--- config.mk ---
export PLATFORM = sky130hd
export DESIGN_NAME = apio_ctrl
export DESIGN_NICKNAME = d
export VERILOG_FILES = /design/src/rtl/apio_pkg.sv /design/src/rtl/apio_sync_edge.sv /design/src/rtl/apio_pin_drive.sv /design/src/rtl/apio_regs.sv /design/src/rtl/apio_wake_flag.sv /design/src/rtl/apio_ctrl.sv
export SDC_FILE = /design/constraint.sdc
export NUM_CORES = 1
export LEC_CHECK = 0
export ABC_AREA = 1
export BUFFER_PORTS_ARGS = -buffer_cell sky130_fd_sc_hd__clkbuf_2
export CAP_MARGIN = 40
export CORE_MARGIN = 1.5
export CORE_UTILIZATION = 30
export CTS_CLUSTER_SIZE = 12
export DETAILED_ROUTE_END_ITERATION = 12
export GPL_TIMING_DRIVEN = 0
export PLACE_DENSITY = 0.55
export SYNTH_ARGS = -nofsm -noshare
export SYNTH_HDL_FRONTEND = slang
export SYNTH_SLANG_ARGS = --single-unit
--- constraint.sdc ---
create_clock -name clk -period 0.9 [get_ports clk]
set_input_delay 0.09 -clock clk [delete_from_list [all_inputs] [get_ports clk]]
set_output_delay 0.09 -clock clk [all_outputs]
set_load 0.005 [all_outputs]
--- src/rtl/apio_pkg.sv ---
package apio_pkg;
  localparam int NUM_PINS  = 4;
  localparam int MODE_W    = 2;
  localparam int REG_W     = NUM_PINS * MODE_W;
  localparam int ADDR_W    = 2;
  localparam int SYNC_STG  = 2;

  localparam logic [ADDR_W-1:0] ADDR_MODE  = 2'd0;
  localparam logic [ADDR_W-1:0] ADDR_LEVEL = 2'd1;
  localparam logic [ADDR_W-1:0] ADDR_OSC   = 2'd2;

  typedef enum logic [MODE_W-1:0] {
    MODE_GPIN  = 2'b00,
    MODE_WAKE  = 2'b01,
    MODE_GPOUT = 2'b10,
    MODE_PASS  = 2'b11
  } pin_mode_e;

  // Field of pin idx (0-based) in the mode register
  function automatic pin_mode_e mode_of(input logic [REG_W-1:0] r, input int idx);
    return pin_mode_e'(r[idx*MODE_W +: MODE_W]);
  endfunction

  // Pass-through source for a given pin index: 0 none, 1 din, 2 sclk, 3 ~cs
  function automatic logic pass_value(input int idx, input logic cs,
                                      input logic sclk, input logic din,
                                      input logic lvl);
    logic v;
    case (idx)
      1:       v = cs ? din  : lvl;
      2:       v = cs ? sclk : lvl;
      3:       v = ~cs;
      default: v = 1'b0;
    endcase
    return v;
  endfunction
endpackage

--- src/rtl/apio_sync_edge.sv ---
module apio_sync_edge #(
  parameter int STAGES = apio_pkg::SYNC_STG
) (
  input  logic clk,
  input  logic rst_n,
  input  logic pin_async,
  input  logic arm,
  output logic level,
  output logic fall
);
  logic [STAGES-1:0] sh_q;
  logic              prev_q;

  always_ff @(posedge clk or negedge rst_n) begin
    if (!rst_n) begin
      sh_q   <= '0;
      prev_q <= 1'b0;
    end else begin
      sh_q   <= {sh_q[STAGES-2:0], pin_async};
      prev_q <= sh_q[STAGES-1];
    end
  end

  assign level = sh_q[STAGES-1];
  assign fall  = arm & prev_q & ~sh_q[STAGES-1];
endmodule

--- src/rtl/apio_pin_drive.sv ---
module apio_pin_drive
  import apio_pkg::*;
#(
  parameter int PIN_IDX = 0
) (
  input  pin_mode_e mode,
  input  logic      lvl,
  input  logic      cs,
  input  logic      sclk,
  input  logic      din,
  output logic      oe,
  output logic      out
);
  localparam bit PASS_DRIVES = (PIN_IDX != 0);

  always_comb begin
    oe  = 1'b0;
    out = 1'b0;
    case (mode)
      MODE_GPOUT: begin
        oe  = 1'b1;
        out = lvl;
      end
      MODE_PASS: begin
        oe  = PASS_DRIVES;
        out = PASS_DRIVES ? pass_value(PIN_IDX, cs, sclk, din, lvl) : 1'b0;
      end
      default: begin
        oe  = 1'b0;
        out = 1'b0;
      end
    endcase
  end
endmodule

--- src/rtl/apio_regs.sv ---
module apio_regs
  import apio_pkg::*;
(
  input  logic              clk,
  input  logic              rst_n,
  input  logic              wr,
  input  logic [ADDR_W-1:0] addr,
  input  logic [REG_W-1:0]  wdata,
  output logic [REG_W-1:0]  mode_q,
  output logic [NUM_PINS-1:0] level_q
);
  always_ff @(posedge clk or negedge rst_n) begin
    if (!rst_n) begin
      mode_q  <= '0;
      level_q <= '0;
    end else if (wr) begin
      if (addr == ADDR_MODE)  mode_q  <= wdata;
      if (addr == ADDR_LEVEL) level_q <= wdata[NUM_PINS-1:0];
    end
  end
endmodule

--- src/rtl/apio_wake_flag.sv ---
module apio_wake_flag (
  input  logic clk,
  input  logic rst_n,
  input  logic set_any,
  input  logic sw_wr,
  input  logic sw_val,
  output logic flag
);
  always_ff @(posedge clk or negedge rst_n) begin
    if (!rst_n)       flag <= 1'b0;
    else if (set_any) flag <= 1'b1;
    else if (sw_wr)   flag <= sw_val;
  end
endmodule

--- src/rtl/apio_ctrl.sv ---
module apio_ctrl
  import apio_pkg::*;
(
  input  logic                clk,
  input  logic                rst_n,
  input  logic                reg_wr,
  input  logic [ADDR_W-1:0]   reg_addr,
  input  logic [REG_W-1:0]    reg_wdata,
  output logic [REG_W-1:0]    reg_rdata,
  input  logic [NUM_PINS-1:0] pin_in,
  output logic [NUM_PINS-1:0] pin_oe,
  output logic [NUM_PINS-1:0] pin_out,
  input  logic                ser_cs,
  input  logic                ser_sclk,
  input  logic                ser_din,
  input  logic                ser_dout_core,
  output logic                ser_dout,
  output logic                osc_en
);
  logic [REG_W-1:0]    mode_q;
  logic [NUM_PINS-1:0] level_q;
  logic [NUM_PINS-1:0] sync_level;
  logic [NUM_PINS-1:0] wake_fall;
  logic [NUM_PINS-1:0] rd_level;
  logic                osc_wr;

  apio_regs u_regs (
    .clk(clk), .rst_n(rst_n), .wr(reg_wr), .addr(reg_addr),
    .wdata(reg_wdata), .mode_q(mode_q), .level_q(level_q)
  );

  for (genvar i = 0; i < NUM_PINS; i++) begin : g_pin
    pin_mode_e m;
    assign m = mode_of(mode_q, i);

    apio_sync_edge #(.STAGES(SYNC_STG)) u_sync (
      .clk(clk), .rst_n(rst_n), .pin_async(pin_in[i]),
      .arm(m == MODE_WAKE), .level(sync_level[i]), .fall(wake_fall[i])
    );

    apio_pin_drive #(.PIN_IDX(i)) u_drv (
      .mode(m), .lvl(level_q[i]), .cs(ser_cs), .sclk(ser_sclk),
      .din(ser_din), .oe(pin_oe[i]), .out(pin_out[i])
    );

    assign rd_level[i] = pin_oe[i] ? level_q[i] : sync_level[i];
  end

  assign osc_wr = reg_wr && (reg_addr == ADDR_OSC);

  apio_wake_flag u_flag (
    .clk(clk), .rst_n(rst_n), .set_any(|wake_fall),
    .sw_wr(osc_wr), .sw_val(reg_wdata[0]), .flag(osc_en)
  );

  assign ser_dout = ((mode_of(mode_q, 0) == MODE_PASS) && ser_cs) ? pin_in[0]
                                                                  : ser_dout_core;

  always_comb begin
    case (reg_addr)
      ADDR_MODE:  reg_rdata = mode_q;
      ADDR_LEVEL: reg_rdata = {{(REG_W-NUM_PINS){1'b0}}, rd_level};
      ADDR_OSC:   reg_rdata = {{(REG_W-1){1'b0}}, osc_en};
      default:    reg_rdata = '0;
    endcase
  end
endmodule

Yosys cells after proc, flatten, opt, wreduce, memory -nomap -nowiden
Index checks and enable logic that the tools add are counted.
Widths: inputs -> output; s select.
Word-level totals
  register bits after elaboration: 25
  input port bits: 21
  output and inout port bits: 18
  word-level logic and storage cells: 66
Operators by class
  eq/ne operators: 14
  multiplexer cells: 18
  bitwise gates (word level): 13
  reduce and logical (&&, ||, !) cells: 10
Operators by type and width (number)
  $pmux 8 s3: 1
  $eq 2x2->1 const B: 9
  $mux 1: 14
  $eq 2x1->1 const B: 5
  $and 1x1->1: 8
  $pmux 1 s2: 3
  $reduce_or 2->1: 3
  $not 1->1: 5
  $reduce_and 2->1: 2
  $reduce_or 4->1: 1
  $logic_and 1x1->1: 2
  $logic_not 2->1: 1
  $reduce_bool 2->1: 1

Depth between registers and ports, before layout
Gate-level depths: netlist of the first run.
  word-level depth: 5
  gate-level depth with buffers: 6
  depth with buffers taken out: 6

Cells and area by module
Synthesis of the first run repeated with hierarchy kept, for this count alone.
Second synthesis, totals
  cell total of the unflattened synthesis: 157
  area, all modules: 1214.9 µm²
By module, submodules not included
  apio_regs: instances 1, cells each 53, area each 498.0 µm², sequential area each 300.3 µm²
  apio_sync_edge: instances 4, cells each 5, area each 85.1 µm², sequential area each 75.1 µm²
  apio_ctrl: instances 1, cells each 54, area each 229.0 µm², sequential area each 0.0 µm²
  apio_pin_drive (g_pin[1].u_drv ...): instances 2, cells each 7, area each 26.3 µm², sequential area each 0.0 µm²
  apio_wake_flag: instances 1, cells each 6, area each 52.6 µm², sequential area each 25.0 µm²
  apio_pin_drive (g_pin[0].u_drv): instances 1, cells each 5, area each 23.8 µm², sequential area each 0.0 µm²
  apio_pin_drive (g_pin[3].u_drv): instances 1, cells each 5, area each 18.8 µm², sequential area each 0.0 µm²

Worst setup path after synthesis of the first run
OpenSTA, ideal clock, no wires.
  path kind: register -> output
  start point: reg u_regs.mode_q[4]
  end point: out pin_out[2]
  data arrival time: 0.746 ns
  data required time: 0.810 ns
  path slack: 0.064 ns
  stages on the path, launching flop included: 5
  buffers on the path: 1
  path through: dfrtp_1 inv_1 nor3_1 nor3_1 buf_4
Between the ends
  cells in the longest elaborated chain, start to end: 2
  elaborated cells on any way between the ends: 3
  classes of those cells: 2 x eq/ne; 1 x mux
Ends and longest elaborated chain
  start, declared: line apio_regs.sv:9  | output logic [REG_W-1:0] mode_q,
  start signal, assigned: line apio_regs.sv:17  | if (addr == ADDR_MODE) mode_q <= wdata;
  $eq 2x2->1: line apio_pin_drive.sv:19  | case (mode)
  $pmux 1 s2 (*): line apio_pin_drive.sv:19
  end, declared: line apio_ctrl.sv:12  | output logic [NUM_PINS-1:0] pin_out,
Mark *: on every way between the ends. The rest lies on a longest branch, timed or not.

Worst setup path in the final report of the first run
  start point: reg u_regs.mode_q[1]
  end point: out ser_dout
Between the ends
  cells in the longest elaborated chain, start to end: 3
Ends and longest elaborated chain
  $eq 2x2->1: line apio_ctrl.sv:56  | assign ser_dout = ((mode_of(mode_q, 0) == MODE_PASS) && ser_cs) ? pin_in[0]
  $logic_and 1x1->1: line apio_ctrl.sv:56
  $mux 1: line apio_ctrl.sv:56
  end, declared: line apio_ctrl.sv:17  | output logic ser_dout,
No other way between the ends.

==> impl_metrics.prom, run 1 <==
# TYPE chip_impl_metric gauge
chip_impl_metric{name="grt_pass1_vias",unit=""} 1046
chip_impl_metric{name="maximum_frequency_from_static_timing_analysis",unit="MHz"} 821
chip_impl_metric{name="die_area",unit="um2"} 4380
chip_impl_metric{name="power.total",unit="mW"} 2.80
chip_impl_metric{name="worst_path_maximum_fanout",unit=""} 6
chip_impl_metric{name="initial_core_util",unit="%"} 32.0
chip_impl_metric{name="wl_per_cell",unit="um"} 11.5
chip_impl_metric{name="final.period_utilization",unit="%"} 135
chip_impl_metric{name="power_frac_comb",unit="%"} 26.7
chip_impl_metric{name="skew",unit="ps"} 1.79
chip_impl_metric{name="synth.distinct_cells",unit=""} 15
chip_impl_info{name="critical_path_class",value="flop to output port"} 1
chip_impl_metric{name="postPlaceCellArea",unit="um2"} 1450
chip_impl_metric{name="die_x",unit="um"} 66.2
chip_impl_metric{name="num-fill-cells",unit=""} 392
chip_impl_info{name="yosysMostFrequentCell",value="sky130_fd_sc_hd__nand2_1"} 1
chip_impl_metric{name="met2RoutedLength",unit="um"} 1350
chip_impl_metric{name="grt.total_usage",unit="%"} 14.1
chip_impl_metric{name="number_of_iterations_in_the_first_detailed_routing_pass",unit=""} 4
chip_impl_metric{name="synth_edf_count",unit=""} 0
chip_impl_metric{name="core_region_area",unit="um2"} 3740
chip_impl_info{name="yosys_most_used_dff",value="sky130_fd_sc_hd__dfrtp_1"} 1
chip_impl_metric{name="fin_area",unit="um2"} 1630
chip_impl_metric{name="power.internal",unit="mW"} 1.95
chip_impl_metric{name="clock_insertion_delay_worst_skew",unit="ps"} 280
chip_impl_metric{name="async_reset_ff_share",unit="%"} 100
chip_impl_metric{name="postSynthAreaPerCell",unit="um2"} 8.43
chip_impl_info{name="path_cells",value="nand3_1 > nand2_1 > o21ai_1 > clkbuf_2"} 1
chip_impl_info{name="highest_routed_metal_layer",value="met4"} 1
chip_impl_metric{name="largest_net_degree_at_the_start_of_global_routing",unit=""} 26
chip_impl_metric{name="met3WireLength",unit="um"} 146
chip_impl_metric{name="rows",unit=""} 22
chip_impl_metric{name="globalplace.congestion",unit=""} 0.764
chip_impl_metric{name="timing.setup.tns",unit="ps"} -4010
chip_impl_info{name="violations",value="negative setup slack"} 1
chip_impl_metric{name="worst-endpoint-required",unit="ps"} 810
chip_impl_metric{name="worst_path_largest_cell_delay",unit="ps"} 460
chip_impl_info{name="outcome",value="complete, but fails checks"} 1
chip_impl_metric{name="post_synth_instance_area",unit="um2"} 1200
chip_impl_metric{name="finish.utilization",unit="%"} 43.6
chip_impl_metric{name="synth_net_count",unit=""} 163
chip_impl_metric{name="clock_sinks",unit=""} 25
chip_impl_metric{name="n_antenna_cell",unit=""} 0
chip_impl_info{name="ys_top_cells_by_count",value="28 x sky130_fd_sc_hd__nand2_1, 25 x sky130_fd_sc_hd__dfrtp_1, 23 x sky130_fd_sc_hd__inv_1"} 1
chip_impl_metric{name="worst_slew_pin_slew",unit="ps"} 564
chip_impl_metric{name="hpwl",unit="um"} 1910
chip_impl_metric{name="finalSetupViolCount",unit=""} 18
chip_impl_metric{name="detail_route.wirelength.met1",unit="um"} 1220
chip_impl_metric{name="max_slew_violation_count",unit=""} 0
chip_impl_metric{name="clock_edge_transition_at_the_registers_on_the_reported_setup_and_hold_paths",unit="ps"} 90
chip_impl_metric{name="cts_inserted_buffers",unit=""} 3
chip_impl_metric{name="drt-initial-drc-count",unit=""} 24
chip_impl_metric{name="period_minus_slack",unit="ps"} 1220
chip_impl_metric{name="power.ir.vdd_worst",unit="uV"} 630
chip_impl_metric{name="syn_inst",unit=""} 142
chip_impl_info{name="timing.critical_path.slowest_stage_cell",value="sky130_fd_sc_hd__dfrtp_2"} 1
chip_impl_metric{name="power_leakage",unit="nW"} 0.869
chip_impl_metric{name="hold-worst-slack",unit="ps"} 49.5
chip_impl_info{name="path_delay_family",value="flip-flops"} 1
chip_impl_metric{name="slew_headroom",unit="%"} 62.4
chip_impl_metric{name="power.density_cell_area",unit="nW/um2"} 1720
chip_impl_metric{name="grt_overflow_total",unit=""} 0
chip_impl_metric{name="critical_path_arrival",unit="ps"} 1130
chip_impl_metric{name="synth_top_area_share",unit="%"} 52.2
chip_impl_metric{name="finish.net_count",unit=""} 215
chip_impl_metric{name="worst-path-buf-inv",unit=""} 1
chip_impl_metric{name="switching_share",unit="%"} 30.3
chip_impl_metric{name="netSwitchingPower",unit="mW"} 0.848
chip_impl_metric{name="synth-seq-area-share",unit="%"} 52.2
chip_impl_metric{name="drt-vias-per-instance",unit=""} 4.43
chip_impl_metric{name="synthesis.yosys.warnings",unit=""} 0
chip_impl_metric{name="worst_slack",unit="ps"} -317
chip_impl_metric{name="num_vias",unit=""} 1067
chip_impl_metric{name="grt_first_pass_wirelength",unit="um"} 4600
chip_impl_metric{name="hold_violations",unit=""} 0
chip_impl_info{name="cts_tree",value="done"} 1
chip_impl_info{name="worst_setup_path_end_kind",value="output port"} 1
chip_impl_metric{name="maxCapViolCount",unit=""} 0
chip_impl_info{name="worstHoldPathType",value="input port to flop"} 1
chip_impl_metric{name="die_extent_in_y",unit="um"} 66.2
chip_impl_info{name="synth.largest_area_cell",value="sky130_fd_sc_hd__dfrtp_1"} 1
chip_impl_metric{name="yosys_register_bits",unit=""} 25
chip_impl_metric{name="clockBufferDepth",unit=""} 2
chip_impl_metric{name="area_growth_syn_to_layout",unit="%"} 36.4
chip_impl_metric{name="port-buffer-count",unit=""} 38
chip_impl_info{name="rsz_0062_raised_after_global_routing",value="true"} 1
chip_impl_metric{name="routed_wirelength",unit="um"} 2770
chip_impl_metric{name="ant_nets",unit=""} 0
chip_impl_metric{name="clock_tree.htree_level_count",unit=""} 1
chip_impl_metric{name="share_of_final_layout_standard_cells_stronger_than_drive_strength_1",unit="%"} 43.0
chip_impl_metric{name="io-pin-count",unit=""} 39
chip_impl_info{name="cell_at_the_root_of_the_clock_tree",value="sky130_fd_sc_hd__clkbuf_8"} 1
chip_impl_info{name="critical_path.startpoint_type",value="flop"} 1
chip_impl_metric{name="clock_power_share",unit="%"} 24.6
chip_impl_metric{name="seq_power_share",unit="%"} 48.7
chip_impl_metric{name="antenna_found_initial",unit=""} 0
chip_impl_metric{name="detail_route.drc_violations",unit=""} 0
chip_impl_info{name="synthTopCellsByArea",value="sky130_fd_sc_hd__dfrtp_1 52%, sky130_fd_sc_hd__nand2_1 8.8%, sky130_fd_sc_hd__inv_1 7.2%"} 1
chip_impl_metric{name="regToRegSetupSlack",unit="ps"} -90
[power groups by stage]
stage,Combinational [mW],Clock (mW),Sequential [mW]
2_1_floorplan,0.386,0,1.34
3_3_place_gp,0.605,0,1.37
3_5_place_dp,0.617,0,1.37
4_1_cts,0.695,0.705,1.36
5_1_grt,0.847,0.751,1.38
6_report,0.749,0.690,1.36
[sequential cells by signal, indices dropped and copies added, names as in the netlist]
name / cells
u_regs.level_q: 4
u_regs.mode_q: 8
u_flag.flag: 1
g_pin.u_sync.prev_q: 4
g_pin.u_sync.sh_q: 8
[metal layers]
layer	track usage, %	vias to the layer above
li1	-	532
met1	17.3	505
met2	23.8	25
met3	2.73	5
met4	6.12	0
met5	0	-
[placed cells by master (no fill, tap or decap)]
master / n
sky130_fd_sc_hd__clkbuf_2: 30
sky130_fd_sc_hd__nand2_1: 26
sky130_fd_sc_hd__dfrtp_1: 23
sky130_fd_sc_hd__inv_1: 16
sky130_fd_sc_hd__nor2_1: 15
sky130_fd_sc_hd__o21ai_0: 8
sky130_fd_sc_hd__buf_2: 8
sky130_fd_sc_hd__inv_2: 7
sky130_fd_sc_hd__buf_4: 7
sky130_fd_sc_hd__nand3_1: 6
sky130_fd_sc_hd__buf_6: 6
sky130_fd_sc_hd__o21ai_1: 5
sky130_fd_sc_hd__a21oi_2: 5
sky130_fd_sc_hd__dlygate4sd3_1: 5
sky130_fd_sc_hd__clkbuf_1: 4
sky130_fd_sc_hd__nor3_2: 4
sky130_fd_sc_hd__o21ai_2: 4
sky130_fd_sc_hd__nor2_4: 3
sky130_fd_sc_hd__clkbuf_8: 3
sky130_fd_sc_hd__a21oi_1: 2
sky130_fd_sc_hd__nand2_2: 2
sky130_fd_sc_hd__dfrtp_2: 2
sky130_fd_sc_hd__nor2_2: 1
sky130_fd_sc_hd__nand2_4: 1
[repair_timing]
action / in CTS / in global routing
endpoints found under the setup margin: 18 / 37
resized for setup: 24 / 13
pin swaps: 12 / 5
hold buffers: 5 / 0
hold endpoints to repair: 29 / 0
buffers inserted: 7 / 4
[stage by stage]
stage / worst slack [ps] / cells
final: -317 / 241
after global routing: -436 / 241
after CTS: -332 / 237
after detailed placement: -138 / 228
after global placement: -101 / 228
after floorplan: 63.6 / 142
[logic make-up after synthesis]
| kind of cell | share of synthesized area (%) |
|---|---|
| DFF | 52.2 |
| and+or+nand+nor | 21.1 |
| AOI/OAI and AO/OA | 12.5 |
| buffers and inverters | 14.1 |
[final timing paths]
| check | cells past startpoint | to | startpoint |
|---|---|---|---|
| min in group asynchronous | 2 | u_regs.mode_q[6]$_DFFE_PN0P_ | rst_n |
| max | 4 | ser_dout | u_regs.mode_q[1]$_DFFE_PN0P_ |
| min | 3 | u_regs.mode_q[3]$_DFFE_PN0P_ | reg_wdata[3] |
| min reg2reg | 0 | g_pin[0].u_sync.sh_q[1]$_DFF_PN0_ | g_pin[0].u_sync.sh_q[0]$_DFF_PN0_ |
| max reg2reg | 7 | u_flag.flag$_DFFE_PN0P_ | u_regs.mode_q[2]$_DFFE_PN0P_ |
| max in group asynchronous | 2 | u_regs.mode_q[1]$_DFFE_PN0P_ | rst_n |
[layout make-up]
type	count	area [um2]	area share, %
Tap cell	48	60.1	3.68
Timing Repair Buffer	54	342	20.9
Clock buffer	4	45.0	2.76
Inverter	23	86.3	5.29
Multi-Input combinational cell	82	442	27.0
Buffer	5	30.0	1.84
Sequential cell	25	628	38.5
[worst register-to-register path, delay by kind of cell (launching register included)]
family | cells | cell delay [ps]
DFF | 1 | 430
buffers and inverters | 2 | 170
and+or+nand+nor | 5 | 290
Power figures use the tool's default switching activity.
==> inputs of run 2 (changes only) <==
--- a/config.mk
+++ b/config.mk
@@ -9,11 +9,11 @@
 export BUFFER_PORTS_ARGS = -buffer_cell sky130_fd_sc_hd__clkbuf_2
 export CAP_MARGIN = 40
 export CORE_MARGIN = 1.5
-export CORE_UTILIZATION = 30
+export CORE_UTILIZATION = 49
 export CTS_CLUSTER_SIZE = 12
 export DETAILED_ROUTE_END_ITERATION = 12
 export GPL_TIMING_DRIVEN = 0
-export PLACE_DENSITY = 0.55
+export PLACE_DENSITY = 0.81
 export SYNTH_ARGS = -nofsm -noshare
 export SYNTH_HDL_FRONTEND = slang
 export SYNTH_SLANG_ARGS = --single-unit
==> impl_metrics.prom, run 2 (same netlist as run 1, synthesis figures left out) <==
# TYPE chip_impl_metric gauge
chip_impl_metric{name="cts_inserted_buffers",unit=""} 3
chip_impl_metric{name="power.total",unit="mW"} 2.87
chip_impl_metric{name="initial_core_util",unit="%"} 53.1
chip_impl_metric{name="period_minus_slack",unit="ps"} 1300
chip_impl_metric{name="power.ir.vdd_worst",unit="uV"} 1350
chip_impl_metric{name="switching_share",unit="%"} 32.1
chip_impl_metric{name="drt-initial-drc-count",unit=""} 35
chip_impl_metric{name="detail_route.drc_violations",unit=""} 0
chip_impl_info{name="cts_tree",value="done"} 1
chip_impl_metric{name="power.density_cell_area",unit="nW/um2"} 1640
chip_impl_info{name="rsz_0062_raised_after_global_routing",value="true"} 1
chip_impl_metric{name="worst-endpoint-required",unit="ps"} 810
chip_impl_info{name="worst_setup_path_end_kind",value="output port"} 1
chip_impl_metric{name="power_leakage",unit="nW"} 0.926
chip_impl_metric{name="grt.total_usage",unit="%"} 22.6
chip_impl_metric{name="drt-vias-per-instance",unit=""} 5.14
chip_impl_metric{name="grt_pass1_vias",unit=""} 1050
chip_impl_metric{name="seq_power_share",unit="%"} 47.7
chip_impl_metric{name="rows",unit=""} 17
chip_impl_metric{name="number_of_iterations_in_the_first_detailed_routing_pass",unit=""} 4
chip_impl_metric{name="wl_per_cell",unit="um"} 14.6
chip_impl_metric{name="routed_wirelength",unit="um"} 3320
chip_impl_metric{name="power.internal",unit="mW"} 1.95
chip_impl_metric{name="max_slew_violation_count",unit=""} 0
chip_impl_metric{name="grt_overflow_total",unit=""} 0
chip_impl_metric{name="maximum_frequency_from_static_timing_analysis",unit="MHz"} 768
chip_impl_info{name="violations",value="negative setup slack"} 1
chip_impl_metric{name="hpwl",unit="um"} 1900
chip_impl_metric{name="grt.met2_usage",unit="%"} 43.5
chip_impl_metric{name="worst_slack",unit="ps"} -401
chip_impl_metric{name="clock_sinks",unit=""} 25
chip_impl_info{name="outcome",value="complete, but fails checks"} 1
chip_impl_info{name="reg_top3",value="g_pin.u_sync.sh_q (8), u_regs.mode_q (8)"} 1
chip_impl_metric{name="slew_headroom",unit="%"} 59.2
chip_impl_metric{name="clock_tree.htree_level_count",unit=""} 1
chip_impl_info{name="grt.busiest_layer",value="met2"} 1
chip_impl_metric{name="timing.setup.tns",unit="ps"} -5580
chip_impl_info{name="layout.cells.most_common_list",value="28 x sky130_fd_sc_hd__clkbuf_2, 23 x sky130_fd_sc_hd__dfrtp_1, 20 x sky130_fd_sc_hd__nand2_1, 17 x sky130_fd_sc_hd__buf_6, 14 x sky130_fd_sc_hd__inv_1"} 1
chip_impl_metric{name="globalplace.congestion",unit=""} 0.774
chip_impl_metric{name="maxCapViolCount",unit=""} 0
chip_impl_metric{name="n_antenna_cell",unit=""} 0
chip_impl_metric{name="grt.met1_usage",unit="%"} 25.1
chip_impl_metric{name="skew",unit="ps"} 5.31
chip_impl_metric{name="die_x",unit="um"} 52.4
chip_impl_metric{name="finalSetupViolCount",unit=""} 20
chip_impl_metric{name="die_extent_in_y",unit="um"} 52.4
chip_impl_metric{name="largest_net_degree_at_the_start_of_global_routing",unit=""} 26
chip_impl_metric{name="placed_cells_incl_taps",unit=""} 208
chip_impl_metric{name="clock_insertion_delay_worst_skew",unit="ps"} 310
chip_impl_metric{name="hold_violations",unit=""} 0
chip_impl_metric{name="io-pin-count",unit=""} 39
chip_impl_metric{name="hold-worst-slack",unit="ps"} 7.38
chip_impl_metric{name="netSwitchingPower",unit="mW"} 0.920
chip_impl_metric{name="area_growth_syn_to_layout",unit="%"} 46.3
chip_impl_metric{name="grt_first_pass_wirelength",unit="um"} 4420
chip_impl_metric{name="critical_path_arrival",unit="ps"} 1210
chip_impl_info{name="critical_path_class",value="flop to output port"} 1
chip_impl_metric{name="final.period_utilization",unit="%"} 145
chip_impl_metric{name="final_cells",unit=""} 228
chip_impl_metric{name="worst_slew_pin_slew",unit="ps"} 611
chip_impl_metric{name="clockBufferDepth",unit=""} 2
chip_impl_metric{name="antenna_found_initial",unit=""} 0
chip_impl_info{name="worstHoldPathType",value="input port to flop"} 1
chip_impl_metric{name="finish.net_count",unit=""} 222
chip_impl_metric{name="num_vias",unit=""} 1173
chip_impl_metric{name="worst_path_maximum_fanout",unit=""} 3
chip_impl_metric{name="share_of_final_layout_standard_cells_stronger_than_drive_strength_1",unit="%"} 51.5
chip_impl_metric{name="die_area",unit="um2"} 2750
chip_impl_info{name="critical_path.startpoint_type",value="flop"} 1
chip_impl_metric{name="clock_edge_transition_at_the_registers_on_the_reported_setup_and_hold_paths",unit="ps"} 130
chip_impl_metric{name="power_frac_comb",unit="%"} 34.9
chip_impl_info{name="cell_at_the_root_of_the_clock_tree",value="sky130_fd_sc_hd__clkbuf_4"} 1
chip_impl_metric{name="ant_nets",unit=""} 0
chip_impl_metric{name="port-buffer-count",unit=""} 38
chip_impl_metric{name="grt_use_met3",unit="%"} 2.00
chip_impl_metric{name="core_region_area",unit="um2"} 2250
chip_impl_metric{name="clock_power_share",unit="%"} 17.4
chip_impl_info{name="most_common_cell_after_layout_fill_and_taps_aside",value="sky130_fd_sc_hd__clkbuf_2"} 1
## run 2: changes by cell type in the layout (fill, tap and decap cells not counted), moves of 4 or more
cell / before / now
sky130_fd_sc_hd__buf_6: 6 / 17
sky130_fd_sc_hd__nand2_1: 26 / 20
sky130_fd_sc_hd__nand2_2: 2 / 6
sky130_fd_sc_hd__nor2_1: 15 / 11
## run 2: cell type report
class	count	area (um2)
fill	152	503
clock buffer	4	26.3
timing repair buffer	63	458
multi-input combinational	82	499
buffer	3	18.8
sequential	25	628
tap	28	35.0
inverter	23	86.3
## run 2: what timing repair did
action / CTS / global route
resized for setup: 25 / 45
endpoints found under the setup margin: 19 / 23
cloned: 0 / 0
pin swaps: 9 / 15
hold buffers: 5 / 1
endpoints found under the hold margin: 29 / 1
buffers inserted: 14 / 8
## run 2: final timing paths
| kind | startpoint | to | slack [ps] | cells past startpoint |
|---|---|---|---|---|
| worst max-delay path | u_regs.mode_q[0]$_DFFE_PN0P_ | reg_rdata[0] | -400 | 6 |
| worst min-delay path | reg_wdata[1] | u_regs.mode_q[1]$_DFFE_PN0P_ | 7 | 3 |
| worst max register to register | u_regs.mode_q[3]$_DFFE_PN0P_ | u_flag.flag$_DFFE_PN0P_ | -180 | 7 |
| worst min register to register | g_pin[0].u_sync.sh_q[0]$_DFF_PN0_ | g_pin[0].u_sync.sh_q[1]$_DFF_PN0_ | 370 | 0 |
| max in group asynchronous | rst_n | u_regs.mode_q[1]$_DFFE_PN0P_ | 170 | 2 |
| min in group asynchronous | rst_n | g_pin[3].u_sync.sh_q[0]$_DFF_PN0_ | 300 | 2 |
## run 2: routing by layer
layer  vias to the layer above  wire length, um
met1                       563             1380
li1                        549                -
met5                         -                0
met4                         0               61
met2                        55             1720
met3                         6              157
## run 2: power groups by stage
stage	combinational, mW	sequential (mW)	clock (mW)
after CTS	0.772	1.35	0.494
after detailed placement	0.614	1.37	0
final	0.999	1.37	0.499
after global routing	1.08	1.38	0.551
after floorplan	0.386	1.34	0
after global placement	0.596	1.36	0
## run 2: critical path: stages, from the launching register on
cell	delay, ps
sky130_fd_sc_hd__dfrtp_1	440
sky130_fd_sc_hd__inv_2	100
sky130_fd_sc_hd__nand2_4	70
sky130_fd_sc_hd__nand2_2	60
sky130_fd_sc_hd__nand3_2	60
sky130_fd_sc_hd__nand3_2	60
sky130_fd_sc_hd__clkbuf_2	100
## run 2: metrics by stage
| step | cell area, um2 | worst slack [ps] | utilization (%) |
|---|---|---|---|
| floorplan | 1200 | 63.6 | - |
| global placement | 1420 | -188 | 63.1 |
| detailed placement | 1420 | -192 | 63.1 |
| CTS | 1600 | -419 | 70.8 |
| global route | 1750 | -471 | 77.7 |
| finish | 1750 | -401 | 77.7 |
